<file path="config.mk">
export PLATFORM = sky130hd
export DESIGN_NAME = icmp_echo_responder
export DESIGN_NICKNAME = d
export VERILOG_FILES = /design/src/rtl/icmp_echo_pkg.sv /design/src/rtl/icmp_frame_store.sv /design/src/rtl/icmp_frame_classifier.sv /design/src/rtl/icmp_csum_acc.sv /design/src/rtl/icmp_echo_responder.sv
export SDC_FILE = /design/constraint.sdc
export NUM_CORES = 1
export LEC_CHECK = 0
export BUFFER_PORTS_ARGS = -buffer_cell sky130_fd_sc_hd__clkbuf_2
export CAP_MARGIN = 20
export CELL_PAD_IN_SITES_DETAIL_PLACEMENT = 0
export CELL_PAD_IN_SITES_GLOBAL_PLACEMENT = 1
export CORE_MARGIN = 2
export CORE_UTILIZATION = 39
export CTS_CLUSTER_DIAMETER = 120
export DETAILED_ROUTE_END_ITERATION = 6
export GPL_TIMING_DRIVEN = 0
export PLACE_DENSITY_LB_ADDON = 0.1
export SYNTH_ARGS = -nofsm -noshare
export SYNTH_HDL_FRONTEND = slang
export SYNTH_SLANG_ARGS = --single-unit
</file>
<file path="constraint.sdc">
create_clock -name clk -period 5.03 [get_ports clk]
set_input_delay 0.7545 -clock clk [delete_from_list [all_inputs] [get_ports clk]]
set_output_delay 0.7545 -clock clk [all_outputs]
set_load 0.01 [all_outputs]
</file>
<file path="src/rtl/icmp_echo_pkg.sv">
`timescale 1ns/1ps
// Package: byte offsets and field values shared by the echo responder.
// Assumes untagged Ethernet II framing and an IPv4 header with no options.
package icmp_echo_pkg;
    localparam int MAC_BYTES       = 6;
    localparam int IP_BYTES        = 4;
    localparam int OFS_TYPE_HI     = 12;
    localparam int OFS_TYPE_LO     = 13;
    localparam int OFS_VER_IHL     = 14;
    localparam int OFS_PROTO       = 23;
    localparam int OFS_IP_SRC      = 26;
    localparam int OFS_IP_DST      = 30;
    localparam int OFS_ICMP        = 34;
    localparam int OFS_ICMP_SUM    = 36;
    localparam int MIN_FRAME_BYTES = 38;

    localparam logic [7:0] ETYPE_HI_VAL = 8'h08;
    localparam logic [7:0] ETYPE_LO_VAL = 8'h00;
    localparam logic [7:0] VER_IHL_VAL  = 8'h45;
    localparam logic [7:0] PROTO_ICMP   = 8'h01;
    localparam logic [7:0] ICMP_REQUEST = 8'h08;
    localparam logic [7:0] ICMP_REPLY   = 8'h00;

    typedef enum logic {
        ST_RECV = 1'b0,
        ST_SEND = 1'b1
    } resp_state_t;
endpackage

</file>
<file path="src/rtl/icmp_frame_store.sv">
`timescale 1ns/1ps
// Module: single-frame byte buffer, one write port and one combinational
// read port. Assumes the writer never presents an address >= DEPTH.
module icmp_frame_store #(
    parameter int DEPTH = 128,
    parameter int AW    = 7
) (
    input  logic          clk,
    input  logic          rst_n,
    input  logic          we,
    input  logic [AW-1:0] waddr,
    input  logic [7:0]    wdata,
    input  logic [AW-1:0] raddr,
    output logic [7:0]    rdata
);
    logic [7:0] mem [DEPTH];

    // Write the incoming byte into its slot.
    always_ff @(posedge clk) begin
        if (we) mem[waddr] <= wdata;
    end

    assign rdata = mem[raddr];

    // A stored byte is readable at its address on the next cycle.
    assert_store_holds_byte_R5: assert property (@(posedge clk) disable iff (!rst_n)
        we |=> (mem[$past(waddr)] == $past(wdata)));
endmodule

</file>
<file path="src/rtl/icmp_frame_classifier.sv">
`timescale 1ns/1ps
// Module: checks, byte by byte, that a frame is an IPv4 ICMP echo request
// for the local address. frame_ok is valid on the beat that carries TLAST.
// Assumes idx is the byte offset of the current beat.
module icmp_frame_classifier
    import icmp_echo_pkg::*;
#(
    parameter int PW = 8
) (
    input  logic          clk,
    input  logic          rst_n,
    input  logic          beat,
    input  logic          last,
    input  logic [PW-1:0] idx,
    input  logic [7:0]    data,
    input  logic [31:0]   local_ip,
    output logic          frame_ok
);
    logic match_now;
    logic match_q;

    // Compare the current byte with the value expected at its offset.
    always_comb begin
        match_now = 1'b1;
        if      (idx == PW'(OFS_TYPE_HI))    match_now = (data == ETYPE_HI_VAL);
        else if (idx == PW'(OFS_TYPE_LO))    match_now = (data == ETYPE_LO_VAL);
        else if (idx == PW'(OFS_VER_IHL))    match_now = (data == VER_IHL_VAL);
        else if (idx == PW'(OFS_PROTO))      match_now = (data == PROTO_ICMP);
        else if (idx == PW'(OFS_IP_DST))     match_now = (data == local_ip[7:0]);
        else if (idx == PW'(OFS_IP_DST + 1)) match_now = (data == local_ip[15:8]);
        else if (idx == PW'(OFS_IP_DST + 2)) match_now = (data == local_ip[23:16]);
        else if (idx == PW'(OFS_IP_DST + 3)) match_now = (data == local_ip[31:24]);
        else if (idx == PW'(OFS_ICMP))       match_now = (data == ICMP_REQUEST);
    end

    // Accumulate the match result over the frame; re-arm at frame end.
    always_ff @(posedge clk) begin
        if (!rst_n) begin
            match_q <= 1'b1;
        end else if (beat) begin
            match_q <= last ? 1'b1 : (match_q & match_now);
        end
    end

    assign frame_ok = match_q & match_now;

    // Each new frame starts with a clean match flag.
    assert_rearm_after_last_R8: assert property (@(posedge clk) disable iff (!rst_n)
        (beat && last) |=> match_q);
endmodule

</file>
<file path="src/rtl/icmp_csum_acc.sv">
`timescale 1ns/1ps
// Module: running ones'-complement sum of the reply's ICMP section, built
// while the request streams in. The type byte and the checksum bytes count
// as zero. Even offsets are high bytes, odd offsets low bytes. The final
// complemented sum is latched on TLAST and held until the next frame ends.
module icmp_csum_acc
    import icmp_echo_pkg::*;
#(
    parameter int PW = 8
) (
    input  logic          clk,
    input  logic          rst_n,
    input  logic          add,
    input  logic          last,
    input  logic [PW-1:0] idx,
    input  logic [7:0]    data,
    output logic [15:0]   result
);
    logic [15:0] acc_q;
    logic [15:0] result_q;
    logic [15:0] contrib;
    logic [16:0] sum_wide;
    logic [15:0] acc_next;
    logic        in_icmp;

    assign in_icmp = (idx > PW'(OFS_ICMP)) &&
                     (idx != PW'(OFS_ICMP_SUM)) && (idx != PW'(OFS_ICMP_SUM + 1));

    // Place the byte in the high or low half of its 16-bit word.
    always_comb begin
        contrib = 16'h0000;
        if (in_icmp) contrib = idx[0] ? {8'h00, data} : {data, 8'h00};
    end

    assign sum_wide = {1'b0, acc_q} + {1'b0, contrib};
    assign acc_next = sum_wide[15:0] + {15'd0, sum_wide[16]};

    // Add each byte with end-around carry; close the sum on TLAST.
    always_ff @(posedge clk) begin
        if (!rst_n) begin
            acc_q    <= 16'h0000;
            result_q <= 16'hFFFF;
        end else if (add) begin
            if (last) begin
                result_q <= ~acc_next;
                acc_q    <= 16'h0000;
            end else begin
                acc_q    <= acc_next;
            end
        end
    end

    assign result = result_q;

    // Header bytes ahead of the ICMP section leave the sum alone.
    assert_header_not_summed_R6: assert property (@(posedge clk) disable iff (!rst_n)
        (add && !last && idx <= PW'(OFS_ICMP)) |=> $stable(acc_q));
    // The closed sum does not change while no frame is arriving.
    assert_result_held_R6: assert property (@(posedge clk) disable iff (!rst_n)
        !add |=> $stable(result_q));
endmodule

</file>
<file path="src/rtl/icmp_echo_responder.sv">
`timescale 1ns/1ps
// Module: top of the ICMP echo responder. It captures one byte-wide frame,
// classifies it, and sums its ICMP section. On an accepted TLAST it replays
// the frame with swapped addresses, type 0 and the new checksum. It assumes
// untagged Ethernet II and IPv4 without options. The input stalls while a
// reply is being sent.
module icmp_echo_responder
    import icmp_echo_pkg::*;
#(
    parameter int DEPTH = 128
) (
    input  logic        clk,
    input  logic        rst_n,
    input  logic [31:0] local_ip,
    input  logic [7:0]  s_tdata,
    input  logic        s_tvalid,
    output logic        s_tready,
    input  logic        s_tlast,
    output logic [7:0]  m_tdata,
    output logic        m_tvalid,
    input  logic        m_tready,
    output logic        m_tlast
);
    localparam int AW = (DEPTH > 1) ? $clog2(DEPTH) : 1;
    localparam int PW = $clog2(DEPTH + 1);

    resp_state_t   state_q;
    logic [PW-1:0] wr_idx_q;
    logic [PW-1:0] rd_idx_q;
    logic [PW-1:0] tx_len_q;
    logic          ovf_q;
    logic          beat;
    logic          stored;
    logic          frame_ok;
    logic          accept;
    logic          send_beat;
    logic [15:0]   csum;
    logic [AW-1:0] rd_addr;
    logic [AW-1:0] rd_lo;
    logic [7:0]    mem_rdata;

    assign s_tready  = (state_q == ST_RECV);
    assign beat      = s_tvalid && s_tready;
    assign stored    = wr_idx_q < PW'(DEPTH);
    assign accept    = frame_ok && !ovf_q && stored &&
                       (wr_idx_q >= PW'(MIN_FRAME_BYTES - 1));
    assign m_tvalid  = (state_q == ST_SEND);
    assign m_tlast   = m_tvalid && (rd_idx_q == tx_len_q - PW'(1));
    assign send_beat = m_tvalid && m_tready;

    // Track the write offset and note bytes that fall beyond the buffer.
    always_ff @(posedge clk) begin
        if (!rst_n) begin
            wr_idx_q <= '0;
            ovf_q    <= 1'b0;
        end else if (beat) begin
            if (s_tlast) begin
                wr_idx_q <= '0;
                ovf_q    <= 1'b0;
            end else if (stored) begin
                wr_idx_q <= wr_idx_q + PW'(1);
            end else begin
                ovf_q    <= 1'b1;
            end
        end
    end

    // Switch between receiving and replaying; step the replay pointer.
    always_ff @(posedge clk) begin
        if (!rst_n) begin
            state_q  <= ST_RECV;
            rd_idx_q <= '0;
            tx_len_q <= '0;
        end else begin
            case (state_q)
                ST_RECV: begin
                    if (beat && s_tlast && accept) begin
                        state_q  <= ST_SEND;
                        tx_len_q <= wr_idx_q + PW'(1);
                        rd_idx_q <= '0;
                    end
                end
                ST_SEND: begin
                    if (send_beat) begin
                        if (m_tlast) state_q  <= ST_RECV;
                        else         rd_idx_q <= rd_idx_q + PW'(1);
                    end
                end
                default: state_q <= ST_RECV;
            endcase
        end
    end

    // Map a reply offset to the request offset it copies (address swaps).
    assign rd_lo = rd_idx_q[AW-1:0];
    always_comb begin
        rd_addr = rd_lo;
        if (rd_idx_q < PW'(MAC_BYTES))
            rd_addr = rd_lo + AW'(MAC_BYTES);
        else if (rd_idx_q < PW'(2 * MAC_BYTES))
            rd_addr = rd_lo - AW'(MAC_BYTES);
        else if (rd_idx_q >= PW'(OFS_IP_SRC) && rd_idx_q < PW'(OFS_IP_DST))
            rd_addr = rd_lo + AW'(IP_BYTES);
        else if (rd_idx_q >= PW'(OFS_IP_DST) && rd_idx_q < PW'(OFS_IP_DST + IP_BYTES))
            rd_addr = rd_lo - AW'(IP_BYTES);
    end

    // Overlay the reply type and the new checksum on the stored bytes.
    always_comb begin
        m_tdata = mem_rdata;
        if      (rd_idx_q == PW'(OFS_ICMP))         m_tdata = ICMP_REPLY;
        else if (rd_idx_q == PW'(OFS_ICMP_SUM))     m_tdata = csum[15:8];
        else if (rd_idx_q == PW'(OFS_ICMP_SUM + 1)) m_tdata = csum[7:0];
    end

    icmp_frame_store #(.DEPTH(DEPTH), .AW(AW)) u_store (
        .clk   (clk),
        .rst_n (rst_n),
        .we    (beat && stored),
        .waddr (wr_idx_q[AW-1:0]),
        .wdata (s_tdata),
        .raddr (rd_addr),
        .rdata (mem_rdata)
    );

    icmp_frame_classifier #(.PW(PW)) u_classify (
        .clk      (clk),
        .rst_n    (rst_n),
        .beat     (beat),
        .last     (s_tlast),
        .idx      (wr_idx_q),
        .data     (s_tdata),
        .local_ip (local_ip),
        .frame_ok (frame_ok)
    );

    icmp_csum_acc #(.PW(PW)) u_csum (
        .clk    (clk),
        .rst_n  (rst_n),
        .add    (beat),
        .last   (s_tlast),
        .idx    (wr_idx_q),
        .data   (s_tdata),
        .result (csum)
    );

    // A rejected frame end never starts a reply.
    assert_drop_is_silent_R8: assert property (@(posedge clk) disable iff (!rst_n)
        (beat && s_tlast && !accept) |=> !m_tvalid);
    // A stalled reply byte stays put.
    assert_hold_under_stall_R10: assert property (@(posedge clk) disable iff (!rst_n)
        (m_tvalid && !m_tready) |=> (m_tvalid && $stable(m_tdata) && $stable(m_tlast)));
    // The reply keeps going until its last byte is taken.
    assert_reply_continues_R2: assert property (@(posedge clk) disable iff (!rst_n)
        (send_beat && !m_tlast) |=> m_tvalid);
    // After the final reply byte the input reopens.
    assert_reopen_after_reply_R2: assert property (@(posedge clk) disable iff (!rst_n)
        (send_beat && m_tlast) |=> (s_tready && !m_tvalid));
endmodule

</file>
**Word level (Yosys, flattened, before mapping)**

Memory sizes are Yosys's and may differ from the RTL's.
Index checks and enable logic that the tools add are counted.
Widths: inputs -> output; s select.

- Register bits after elaboration: 59
- Bits in latches: 0
- Bits in writable memories: 1024
- ROM bits: 0
- Logic and storage cells: 111
- Memories kept: 1

Memories:

| name | words | bits a word | rd ports | clocked after memory_dff | write ports | RTL line | source |
|---|---|---|---|---|---|---|---|
| u_store.mem | 128 | 8 | 1 | 0 | 1 | icmp_frame_store.sv:16 | `logic [7:0] mem [DEPTH];` |

- Add/subtract/negate cells: 9
- Multiply operators: 0
- Divide/modulo/power cells: 0
- Order comparisons: 9
- Equal/unequal tests: 26
- Shift-type cells: 0
- Mux-type cells: 34
- Bitwise gates (word level): 3
- Reduce and logical (&&, ||, !) cells: 21

Operators with widths:

| kind | count |
|---|---|
| $mux 8 | 8 |
| $eq 8x6->1 const B | 6 |
| $mux 16 | 3 |
| $eq 8x8->1 | 5 |
| $eq 8x4->1 const B | 4 |
| $mux 7 | 4 |
| $eq 8x5->1 const B | 3 |
| $add 16x16->17 | 1 |
| $mux 1 | 17 |
| $add 16x1->16 | 1 |
| $add 8x1->8 const B | 2 |
| $ge 8x5->1 const B | 2 |
| $ne 8x6->1 const B | 2 |
| $not 16->16 | 1 |
| $pmux 8 s2 | 1 |
| $add 7x3->7 const B | 2 |
| $sub 7x3->7 const B | 2 |
| $logic_and 1x1->1 | 13 |
| $eq 8x1->1 const B | 1 |
| $eq 8x7->1 const B | 1 |
| $ge 8x6->1 const B | 1 |
| $gt 8x6->1 const B | 1 |
| $logic_not 8->1 | 1 |
| $lt 8x3->1 const B | 1 |
| 14 further kinds | 19 |

**Longest topological paths before layout**

Gate-level depths: netlist of the first run.

- Depth in word-level cells: 17
- Depth in mapped cells: 28

**Modules after synthesis**

From an unflattened synthesis of the first run, not the netlist that was laid out.

- Cell total of the unflattened synthesis: 2323
- Area total of the unflattened synthesis: 44965.6 um2

Modules (own cells, without submodules):

| module | instances | cells each | area each (um2) | seq. area each (um2) |
|---|---|---|---|---|
| icmp_frame_store | 1 | 1627 | 39505.4 | 30749.5 |
| icmp_csum_acc | 1 | 310 | 2512.4 | 640.6 |
| icmp_echo_responder | 1 | 294 | 2199.6 | 520.5 |
| icmp_frame_classifier | 1 | 92 | 748.2 | 20.0 |

**Least setup slack after synthesis of the first run**

OpenSTA, ideal clock, no wires.

- Path type: flip-flop to flip-flop
- From: reg wr_idx_q[1]
- To: reg u_csum.acc_q[15]
- Data arrival time: 4.691 ns
- Data required time: 4.915 ns
- Slack: 0.224 ns
- Cell stages (with the launch flop): 29
- Path buffers: 1
- Path through: dfxtp_1 -> buf_2 -> inv_1 -> ha_1 -> nor2_1 -> nand2_1 -> nand3_1 -> a211oi_1 -> nor2_1 -> and2_1 -> ha_1 -> fa_1 -> a21o_1 -> a21oi_1 -> o21bai_1 -> a21boi_0 -> o211ai_1 -> a21oi_1 -> nor2b_1 -> o21ai_0 -> nand2b_1 -> ha_1 -> and3_1 -> and4_1 -> nand4_1 -> nor4_1 -> xnor2_1 -> o31ai_1 -> and2_1

- Word-level cells in the longest chain between the ends: 7

RTL lines:

| what | RTL line | source |
|---|---|---|
| start, declared | icmp_echo_responder.sv:28 | `logic [PW-1:0] wr_idx_q;` |
| start signal, assigned | icmp_echo_responder.sv:61 | `wr_idx_q <= wr_idx_q + PW'(1);` |
| $gt 8x6->1 or $ne 8x6->1 (tied branches) | icmp_csum_acc.sv:26, icmp_csum_acc.sv:27 |  |
| $logic_and 1x1->1 | icmp_csum_acc.sv:26 | `assign in_icmp = (idx > PW'(OFS_ICMP)) &&` |
| $logic_and 1x1->1 (*) | icmp_csum_acc.sv:27 | `(idx != PW'(OFS_ICMP_SUM)) && (idx != PW'(OFS_ICMP_SUM + 1));` |
| $mux 16 (*) | icmp_csum_acc.sv:32 | `if (in_icmp) contrib = idx[0] ? {8'h00, data} : {data, 8'h00};` |
| $add 16x16->17 (*) | icmp_csum_acc.sv:35 | `assign sum_wide = {1'b0, acc_q} + {1'b0, contrib};` |
| $add 16x1->16 (*) | icmp_csum_acc.sv:36 | `assign acc_next = sum_wide[15:0] + {15'd0, sum_wide[16]};` |
| $mux 16 (*) | icmp_csum_acc.sv:44 | `if (last) begin` |
| end signal, assigned | icmp_csum_acc.sv:48 | `acc_q <= acc_next;` |
| end, declared | icmp_csum_acc.sv:19 | `logic [15:0] acc_q;` |

Every way passes the cells marked *; elsewhere a longest branch is shown, timed or not.
A chain may end at the register's enable or synchronous reset.

**Worst setup path in the final report of the first run**

- From: reg rd_idx_q[3]
- To: out m_tdata[7]

- Word-level cells in the longest chain between the ends: 10

RTL lines:

| what | RTL line | source |
|---|---|---|
| start, declared | icmp_echo_responder.sv:29 | `logic [PW-1:0] rd_idx_q;` |
| start signal, assigned | icmp_echo_responder.sv:86 | `else rd_idx_q <= rd_idx_q + PW'(1);` |
| $ge 8x5->1 or $lt 8x6->1 (tied branches) | icmp_echo_responder.sv:104 | `else if (rd_idx_q >= PW'(OFS_IP_DST) && rd_idx_q < PW'(OFS_IP_DST + IP_BYTES))` |
| $logic_and 1x1->1 | icmp_echo_responder.sv:104 |  |
| $mux 7 | icmp_echo_responder.sv:104 |  |
| $mux 7 | icmp_echo_responder.sv:102 | `else if (rd_idx_q >= PW'(OFS_IP_SRC) && rd_idx_q < PW'(OFS_IP_DST))` |
| $mux 7 | icmp_echo_responder.sv:100 | `else if (rd_idx_q < PW'(2 * MAC_BYTES))` |
| $mux 7 | icmp_echo_responder.sv:98 | `if (rd_idx_q < PW'(MAC_BYTES))` |
| $mem_v2 128x8 | - |  |
| $mux 8 | icmp_echo_responder.sv:113 | `else if (rd_idx_q == PW'(OFS_ICMP_SUM + 1)) m_tdata = csum[7:0];` |
| $mux 8 | icmp_echo_responder.sv:112 | `else if (rd_idx_q == PW'(OFS_ICMP_SUM)) m_tdata = csum[15:8];` |
| $mux 8 (*) | icmp_echo_responder.sv:111 | `if (rd_idx_q == PW'(OFS_ICMP)) m_tdata = ICMP_REPLY;` |
| end, declared | icmp_echo_responder.sv:19 | `output logic [7:0] m_tdata,` |

Marked as above.

==> metrics.yaml, run 1 <==
die:
  rows: 124
  die_area_um2: 118000
  die_width_um: 344
  ios: 56
  core_um2: 114000
  initial_core_util_pct: 39.4
  die_h_um: 344
grt:
  grtUsageTotal_pct: 23.1
  grt_pass1_vias: 26291
  grt_max_degree: 130
  antenna_found_initial: 5
  grt_pass1_wl_mm: 193
  globalRouteOverflowTotal: 0
yosys:
  synth_edf_count: 1024
  synth_fp_nets: 2758
  synthFlopType: "edfxtp_1"
  synth-seq-cells: 1083
  synth-seq-area-share_pct: 70.9
  async_reset_ff_share_pct: 0
  synthTopCellsByArea: "edfxtp_1 68%, mux4_2 12%, dfxtp_1 2.6%"
  netlist_instances: 2678
  yosysWarnings: 0
  synth_area_um2: 45000
  synth_common_cells: "1,024 x edfxtp_1, 290 x nand2_1, 243 x mux4_2, 180 x nor2_1, 76 x nand3_1"
  synth_top_area_share_pct: 68.3
  synthMostInstantiatedCell: "edfxtp_1"
  synth_cell_types: 80
  avgSynthCellArea_um2: 16.8
  synth_largest_area_cell: "edfxtp_1"
timing:
  whs_ns: 0.477
  min_period_ns: 5.41
  fin_crit_sh_pct: 108
  grt_setup_unrepaired: "yes"
  skew_ns: 0.0588
  worst_slew_pin_slew_ns: 1.17
  setup_violations: 8
  relSlewSlack_pct: 21.7
  timing.fmax_mhz: 185
  setup_ws_ns: -0.383
  final_hold_viol_count: 0
  finalSetupTns_ns: -1.97
  maxSlewViolCount: 0
min_path:
  hold_path.class: "register to register"
clocking:
  clk_latency_ns: 0.72
  htree_levels: 3
  clk_pin_slew_worst_paths_ns: 0.07
  cts_buffer_depth: 3
  cts_sinks: 1083
  numCtsBuffers: 114
  root_buffer: "clkbuf_16"
  cts_tree: "built"
pwr:
  power_density_nw_per_um2: 346
  p_leak_nw: 17.6
  p_clk_share_pct: 45.3
  switching_power_mw: 3.83
  swShare_pct: 20.6
  p_seq_share_pct: 53.1
  ir_drop_mv: 0.271
  p_int_mw: 14.8
  combPwrFrac_pct: 1.7
drt:
  drc_errors: 0
  drt_wl_total_mm: 136
  drt_iter0_drc: 2816
  num_vias: 26085
  dr.pass1.iters: 6
  ant_nets: 0
  wl_per_cell_um: 29.9
  avgViaCountPerCell: 5.72
setup_path:
  rrSetupSlack_ns: 0.19
  slowest_delay_ns: 0.79
  cp-start-kind: "register"
  worstSetupPathType: "register to output pin"
  cp.required_ns: 4.28
  worstSetupEndpointType: "output pin"
  arrival_ns: 4.66
  crit_fanout: 6
  path_buf_inv: 7
  cp_slowest_cell: "o211ai_1"
  path_cells: "clkbuf_16 -> clkinvlp_4 -> ha_2 -> nand2_1 -> and3_4 -> a211oi_2 -> buf_4 -> xnor2_4 -> o21a_4 -> buf_12 -> buf_16 -> buf_12 -> nand2_4 -> nand2_4 -> o21ai_4 -> o21ai_1 -> o211ai_1 -> nand4_1 -> buf_2"
  cpLargestDelayFamily: "compound AO/OA/AOI/OAI gates"
placed_design:
  place_congestion: 0.896
  io_buffers: 54
  dp_hpwl_mm: 91.0
job:
  cap_violations: 0
layout:
  drive_above_1_share_pct: 27.6
  nFillCells: 9826
  diodes: 0
  area_growth_pct: 19.2
  nets: 3031
status:
  status: "finished with violations"
  failed_checks: "setup timing"
[final cells by class]
class	count	area (µm²)	share of cell area [%]
Sequential cell	1083	32000	59.5
Multi-Input combinational cell	1407	13100	24.4
Clock buffer	130	2960	5.51
Tap cell	1512	1890	3.52
Timing Repair Buffer	161	1490	2.77
Buffer	157	1370	2.55
Clock inverter	83	776	1.45
Inverter	27	123	0.228
[tightest hold or removal path, delay by kind of cell, from the launching register on]
kind / cells / cell delay (ns)
compound gates: 2 / 0.12
flops: 1 / 0.33
[power groups by stage]
| stage | sequential [mW] | clock, mW | combinational (mW) |
|---|---|---|---|
| after floorplan | 10.1 | 0 | 0.0687 |
| after global placement | 10.1 | 0 | 0.266 |
| after detailed placement | 10.1 | 0 | 0.305 |
| after CTS | 9.86 | 8.56 | 0.308 |
| after global routing | 9.86 | 8.90 | 0.332 |
| final | 9.86 | 8.42 | 0.307 |
[state kept, by name (all words and copies together), names as in the netlist]
register / cells
m_tvalid: 1
ovf_q: 1
rd_idx_q: 8
tx_len_q: 8
u_classify.match_q: 1
u_csum.acc_q: 16
u_csum.result: 16
u_store.mem: 1024
wr_idx_q: 8
[through the flow]
stage / power (mW) / setup slack [ns] / util (%) / cell area [µm²] / std cells
floorplan: 10.1 / 0.224 / - / 45000 / 2678
global placement: 10.3 / -2.33 / 41.3 / 47200 / 4244
detailed placement: 10.4 / -1.32 / 41.7 / 47700 / 4272
CTS: 18.7 / -0.175 / 46.6 / 53200 / 4534
global route: 19.1 / -0.379 / 46.9 / 53700 / 4560
finish: 18.6 / -0.383 / 46.9 / 53700 / 4560
[placed cells by master (no fill, tap or decap), types with 15 or more instances in the layout]
cell       count
nor2b_1       23
nand3_1       54
a31oi_1       28
and2_1        24
nand2_1      269
xnor2_1       54
buf_8         22
dfxtp_1       53
mux2i_1       21
clkinv_1      28
nor2_1       172
mux4_2       243
inv_1         20
and3_1        36
xor2_1        20
nand3_2       17
o21ai_0       37
ha_1          24
buf_4         97
clkbuf_2      50
or3_1         15
buf_6         34
clkbuf_16    121
a21oi_1       40
edfxtp_1    1024
clkinv_2      34
clkbuf_1      50
nand4_1       29
a22oi_1       27
nor3_1        25
buf_2         25
[layer usage]
layer / track usage (%) / share of wire (%) / routed length [µm]
met1: 33.1 / 44 / 59500
met2: 36.9 / 47 / 64400
met3: 3.53 / 6.6 / 9050
met4: 6.45 / 2.6 / 3500
met5: 0 / 0 / 0
[logic make-up after synthesis]
logic type | count (synthesis) | synth area share, %
compound gates | 272 | 4.13
xor+xnor | 78 | 1.53
fa+ha+maj | 35 | 0.989
flops | 1083 | 70.9
mux | 274 | 12.9
buf+inv | 188 | 1.88
simple gates | 748 | 7.68
[worst paths after layout]
| check | start | to | cells past startpoint |
|---|---|---|---|
| worst max register to register | wr_idx_q[1] | u_csum.acc_q[12] | 28 |
| worst min-delay path | u_classify.match_q | u_classify.match_q | 2 |
| worst min register to register | u_classify.match_q | u_classify.match_q | 2 |
| worst max-delay path | rd_idx_q[3] | m_tdata[7] | 19 |
[repair_timing]
action                     4_1_cts  5_1_grt
pin swaps                       65       51
setup buffers                   47       27
hold buffers                     0        0
cloned                           2        0
gates resized for setup        372       83
setup endpoints to repair       40       23
Power figures use the tool's default switching activity.
==> run 2, diff against run 1 <==
--- a/config.mk
+++ b/config.mk
@@ -15,6 +15,7 @@
 export DETAILED_ROUTE_END_ITERATION = 6
 export GPL_TIMING_DRIVEN = 0
 export PLACE_DENSITY_LB_ADDON = 0.1
+export SKIP_LAST_GASP = 1
 export SYNTH_ARGS = -nofsm -noshare
 export SYNTH_HDL_FRONTEND = slang
 export SYNTH_SLANG_ARGS = --single-unit
==> metrics.yaml, run 2 (synthesis results as in run 1) <==
setup_path:
  cp.required_ns: 4.28  # about the same
  cpLargestDelayFamily: "compound AO/OA/AOI/OAI gates"
  slowest_delay_ns: 0.69  # -0.10 ns
  cp-start-kind: "register"
  path_cells: "clkbuf_16 -> clkinvlp_4 -> ha_4 -> a21oi_2 -> a21boi_2 -> a211oi_2 -> buf_4 -> xnor2_4 -> o21a_4 -> buf_12 -> buf_16 -> buf_12 -> buf_4 -> nand2_2 -> nand2_4 -> o21ai_4 -> o21ai_2 -> o211ai_1 -> nand4_1 -> buf_2"
  r2r_start: "wr_idx_q[1]"
  rrSetupSlack_ns: 0.18  # about the same
  arrival_ns: 4.61  # -0.05 ns
  rr_worst_depth: 27  # -3.6%
  worstSetupPathType: "register to output pin"
  crit_fanout: 6  # unchanged
  path_buf_inv: 8  # +1
  r2r_end: "u_csum.acc_q[12]"
  cp_slowest_cell: "o211ai_1"
  worstSetupEndpointType: "output pin"
timing:
  fin_crit_sh_pct: 107  # -1.0 points
  whs_ns: 0.480  # +0.00321 ns
  setup_ws_ns: -0.331  # +0.0527 ns
  worst_slew_pin_slew_ns: 1.22  # +0.0432 ns
  min_period_ns: 5.36  # -0.0527 ns
  relSlewSlack_pct: 18.8  # -2.9 points
  grt_setup_unrepaired: "yes"
  maxSlewViolCount: 0  # unchanged
  final_hold_viol_count: 0  # unchanged
  setup_violations: 8  # unchanged
  timing.fmax_mhz: 187  # +0.98%
  skew_ns: 0.0620  # +0.00312 ns
drt:
  drt_wl_total_mm: 136  # about the same
  ant_nets: 0  # unchanged
  avgViaCountPerCell: 5.72  # about the same
  wl_per_cell_um: 29.9  # about the same
  dr.pass1.iters: 6  # unchanged
  num_vias: 26080  # -0.019%
  drt_iter0_drc: 2732  # -3.0%
  drc_errors: 0  # unchanged
grt:
  grt_max_degree: 130  # unchanged
  grt_pass1_wl_mm: 193  # about the same
  grtUsageTotal_pct: 23.1  # about the same
  grt_pass1_vias: 26308  # +0.065%
  globalRouteOverflowTotal: 0  # unchanged
  antenna_found_initial: 5  # unchanged
die:
  ios: 56  # unchanged
  die_h_um: 344  # unchanged
  core_um2: 114000  # unchanged
  die_width_um: 344  # unchanged
  initial_core_util_pct: 39.4  # unchanged
  rows: 124  # unchanged
  die_area_um2: 118000  # unchanged
placed_design:
  place_ws_ns: -1.32  # unchanged
  io_buffers: 54  # unchanged
  dp_cells: 4272  # unchanged
  dp_hpwl_mm: 91.0  # unchanged
  place_congestion: 0.896  # unchanged
pwr:
  power_mw: 18.6  # about the same
  power_density_nw_per_um2: 346  # about the same
  swShare_pct: 20.6  # about the same
  combPwrFrac_pct: 1.7  # about the same
  p_clk_share_pct: 45.3  # about the same
  p_leak_nw: 17.6  # about the same
  p_seq_share_pct: 53.1  # about the same
  switching_power_mw: 3.83  # about the same
  p_int_mw: 14.8  # about the same
  ir_drop_mv: 0.270  # -0.41%
layout:
  multi_input_area_um2: 13100  # unchanged
  nFillCells: 9831  # +0.051%
  nets: 3031  # unchanged
  largest_reg_flops: 1024  # unchanged
  seqCellArea_um2: 32000  # unchanged
  drive_above_1_share_pct: 27.6  # unchanged
  fin_util_pct: 46.9  # about the same
  final_common_cell: "edfxtp_1"
  top_register: "u_store.mem"
  final_cell_mix: "1,024 x edfxtp_1, 268 x nand2_1, 243 x mux4_2"
  area_growth_pct: 19.2  # about the same
  final_cell_count_no_fill: 4561  # +0.022%
status:
  status: "finished with violations"
  failed_checks: "setup timing"
clocking:
  cts_buffer_depth: 3  # unchanged
  root_buffer: "clkbuf_16"
  cts_tree: "built"
  htree_levels: 3  # unchanged
  cts_sinks: 1083  # unchanged
  clk_latency_ns: 0.73  # about the same
  clk_pin_slew_worst_paths_ns: 0.06  # about the same
  numCtsBuffers: 114  # unchanged
job:
  cap_violations: 0  # unchanged
min_path:
  hold_path.class: "register to register"
  min_from: "u_classify.match_q"
  hold_depth: 2  # unchanged
  min_to: "u_classify.match_q"
## run 2: power by group through the flow
stage | clock (mW) | combinational [mW] | sequential [mW]
after global routing | 8.90 | 0.331 | 9.86
final | 8.42 | 0.307 | 9.86
after global placement | 0 | 0.266 | 10.1
after floorplan | 0 | 0.0687 | 10.1
after detailed placement | 0 | 0.305 | 10.1
after CTS | 8.56 | 0.308 | 9.86
## run 2: repair_timing
action / in CTS / in global routing
gates resized for setup: 368 / 80
setup buffers: 47 / 27
hold buffers: 0 / 0
pin swaps: 65 / 53
gates cloned: 2 / 0
setup endpoints to repair: 40 / 23
## run 2: stage by stage
step / cell area, µm² / TNS [ns]
final: 53700 / -2.19
after global routing: 53700 / -2.75
after CTS: 53200 / -1.07
after detailed placement: 47700 / -34.49
after global placement: 47200 / -78.18
after floorplan: 45000 / 0
## run 2: worst max-delay path by stage
stage | startpoint | to | slack, ns | depth (start not counted)
after floorplan | wr_idx_q[1] | u_csum.acc_q[15] | 0.22 | 28
after global placement | s_tdata[0] | u_csum.acc_q[15] | -2.33 | 22
after detailed placement | wr_idx_q[4] | u_csum.acc_q[15] | -1.32 | 25
after CTS | rd_idx_q[2] | m_tdata[7] | -0.17 | 19
after global routing | rd_idx_q[4] | m_tdata[7] | -0.38 | 14
final | rd_idx_q[2] | m_tdata[1] | -0.33 | 20
## run 2: worst min-delay path: cells and delay by family, from the launching register on
kind | cells | cell delay, ns
AO/OA/AOI/OAI | 2 | 0.12
flip-flops | 1 | 0.33
## run 2: routing by layer
layer	GRT usage, %	vias to the layer above	wire (µm)
li1	-	11140	-
met1	33.0	13910	60400
met2	37.0	846	64400
met3	3.54	184	8040
met4	6.45	0	3570
met5	0	-	0
## run 2: final cells by class
class / count / area share [%]
plain buffers: 157 / 2.54
flip-flops and latches: 1083 / 59.5
multi-input cells: 1407 / 24.4
clock buffers: 130 / 5.51
inverters: 27 / 0.228
repair buffers: 161 / 2.78
well taps: 1512 / 3.52
clock inverters: 83 / 1.45
diodes: 1 / 0.00466
==> run 3, diff against run 2 <==
--- a/config.mk
+++ b/config.mk
@@ -16,6 +16,7 @@
 export GPL_TIMING_DRIVEN = 0
 export PLACE_DENSITY_LB_ADDON = 0.1
 export SKIP_LAST_GASP = 1
+export SLEW_MARGIN = 40
 export SYNTH_ARGS = -nofsm -noshare
 export SYNTH_HDL_FRONTEND = slang
 export SYNTH_SLANG_ARGS = --single-unit
==> constraint.sdc (replaced) <==
create_clock -name clk -period 5.34 [get_ports clk]
set_input_delay 0.801 -clock clk [delete_from_list [all_inputs] [get_ports clk]]
set_output_delay 0.801 -clock clk [all_outputs]
set_load 0.01 [all_outputs]
==> metrics.yaml, run 3 (synthesis results as in run 1) <==
status:
  status: "finished with violations"
  failed_checks: "setup timing"
timing:
  timing.fmax_mhz: 184
  setup_violations: 5  # -3
  maxSlewViolCount: 0  # unchanged
  final_hold_viol_count: 0  # unchanged
  whs_ns: 0.474  # -0.00632 ns
  min_period_ns: 5.42
  skew_ns: 0.0416  # -0.0204 ns
  relSlewSlack_pct: 40.2  # +21 points
  grt_setup_unrepaired: "yes"
  setup_ws_ns: -0.0821  # +0.248 ns
  finalSetupTns_ns: -0.224  # +1.97 ns
  fin_crit_sh_pct: 102
  worst_slew_pin_slew_ns: 0.894  # -0.324 ns
drt:
  num_vias: 25776  # -1.2%
  drc_errors: 0  # unchanged
  dr.pass1.iters: 5  # -1
  ant_nets: 0  # unchanged
  drt_wl_total_mm: 136  # -0.34%
  avgViaCountPerCell: 5.69  # -0.42%
  drt_iter0_drc: 2704  # -1.0%
  wl_per_cell_um: 30.0  # +0.41%
setup_path:
  worstSetupPathType: "register to output pin"
  cp-start-kind: "register"
  cp.required_ns: 4.54  # +0.26 ns
  arrival_ns: 4.62  # about the same
  crit_fanout: 10  # +4
  worstSetupEndpointType: "output pin"
placed_design:
  place_congestion: 0.896  # unchanged
  place_ws_ns: -0.963  # +0.353 ns
  dp_hpwl_mm: 92.5  # +1.6%
  io_buffers: 54  # unchanged
  placed_cell_area_um2: 47700  # about the same
  dp_cells: 4257  # -0.35%
die:
  core_um2: 114000  # unchanged
  rows: 124  # unchanged
  die_area_um2: 118000  # unchanged
  die_h_um: 344  # unchanged
  die_width_um: 344  # unchanged
  ios: 56  # unchanged
  initial_core_util_pct: 39.4  # unchanged
pwr:
  power_density_nw_per_um2: 334  # -3.6%
  power_mw: 17.8  # -4.0%
  p_leak_nw: 17.4  # -1.1%
  ir_drop_mv: 0.265  # -1.9%
grt:
  antenna_found_initial: 4  # -1
  grt_pass1_wl_mm: 193  # -0.35%
  grtUsageTotal_pct: 23.1  # -0.054 points
  met2_usage_pct: 36.9  # about the same
  globalRouteOverflowTotal: 0  # unchanged
  use_met3_pct: 3.79  # +0.25 points
  grt_pass1_vias: 26165  # -0.54%
  grt_max_degree: 86  # -34%
  use_met1_pct: 33.0  # -0.059 points
  grt-busiest-layer: "met2"
layout:
  seqCellArea_um2: 31900  # about the same
  area_growth_pct: 18.8
  nets: 2994  # -1.2%
  nFillCells: 9854  # +0.23%
  finalInstanceArea_um2: 53500  # -0.38%
  final_common_cell: "edfxtp_1"
  largest_reg_flops: 1024  # unchanged
  top_register: "u_store.mem"
  final_cell_mix: "1,024 x edfxtp_1, 273 x nand2_1, 243 x mux4_2"
  drive_above_1_share_pct: 29.9  # +2.3 points
  fin_util_pct: 46.8  # -0.18 points
  multi_input_area_um2: 13200  # +0.94%
  final_cell_count_no_fill: 4527  # -0.75%
clocking:
  clk_latency_ns: 0.72  # about the same
  cts_buffer_depth: 3  # unchanged
  root_buffer: "clkbuf_16"
  cts_tree: "built"
  numCtsBuffers: 114  # unchanged
  clk_pin_slew_worst_paths_ns: 0.06  # about the same
  cts_sinks: 1083  # unchanged
  ctsHoldBuffers: 0  # unchanged
  htree_levels: 3  # unchanged
min_path:
  hold_path.class: "register to register"
job:
  cap_violations: 0  # unchanged
-- run 3: cell count changes in the layout (fill, tap and decap cells not counted), moves of 10 or more --
| cell | previous run | this run |
|---|---|---|
| nor2_1 | 172 | 71 |
| buf_8 | 21 | 11 |
| nor2_2 | 4 | 104 |
| clkinv_2 | 34 | 23 |
| buf_6 | 36 | 21 |
| buf_4 | 96 | 72 |
-- run 3: layout make-up --
type / count / area share, %
Antenna cell: 2 / 0.00936
Buffer: 159 / 2.44
Clock buffer: 142 / 5.77
Clock inverter: 73 / 1.55
Inverter: 27 / 0.211
Multi-Input combinational cell: 1407 / 24.8
Sequential cell: 1083 / 59.7
Tap cell: 1512 / 3.54
Timing Repair Buffer: 122 / 1.98
-- run 3: power breakdown --
part	leakage, nW	internal, mW	switching [mW]
Clock	1.89	4.88	3.39
Combinational	5.87	0.0650	0.225
Sequential	9.68	9.29	0.00242
Total	17.4	14.2	3.62
-- run 3: metal layers --
layer  wire length [µm]  share of wire, %
met1              59900                44
met2              64500                47
met3               8410               6.2
met4               3080               2.3
met5                  0                 0
-- run 3: final timing paths --
path / from / endpoint / slack (ns) / depth (start not counted)
hold reg to reg: u_csum.acc_q[0] / u_csum.acc_q[0] / 0.47 / 2
hold / removal: u_csum.acc_q[0] / u_csum.acc_q[0] / 0.47 / 2
setup / recovery: rd_idx_q[2] / m_tdata[4] / -0.08 / 18
setup reg to reg: wr_idx_q[1] / u_csum.acc_q[11] / 0.29 / 29
-- run 3: repair_timing --
item                       in CTS  in global routing
setup buffers                  28                 25
gates resized for setup       215                163
setup endpoints to repair      38                 24
cloned                          0                  3
pin swaps                      39                 47
-- run 3: critical path, stage by stage (launching register included) --
cell	delay, ns
dfxtp_4	0.36
buf_8	0.12
clkinvlp_4	0.12
buf_6	0.13
ha_4	0.13
nand2_2	0.05
and3_4	0.19
a211oi_4	0.32
xnor2_4	0.13
o21a_4	0.23
buf_12	0.15
buf_16	0.16
buf_8	0.17
nand2_2	0.12
nand3_4	0.11
a311o_1	0.44
o211ai_1	0.42
nand4_1	0.34
buf_2	0.24
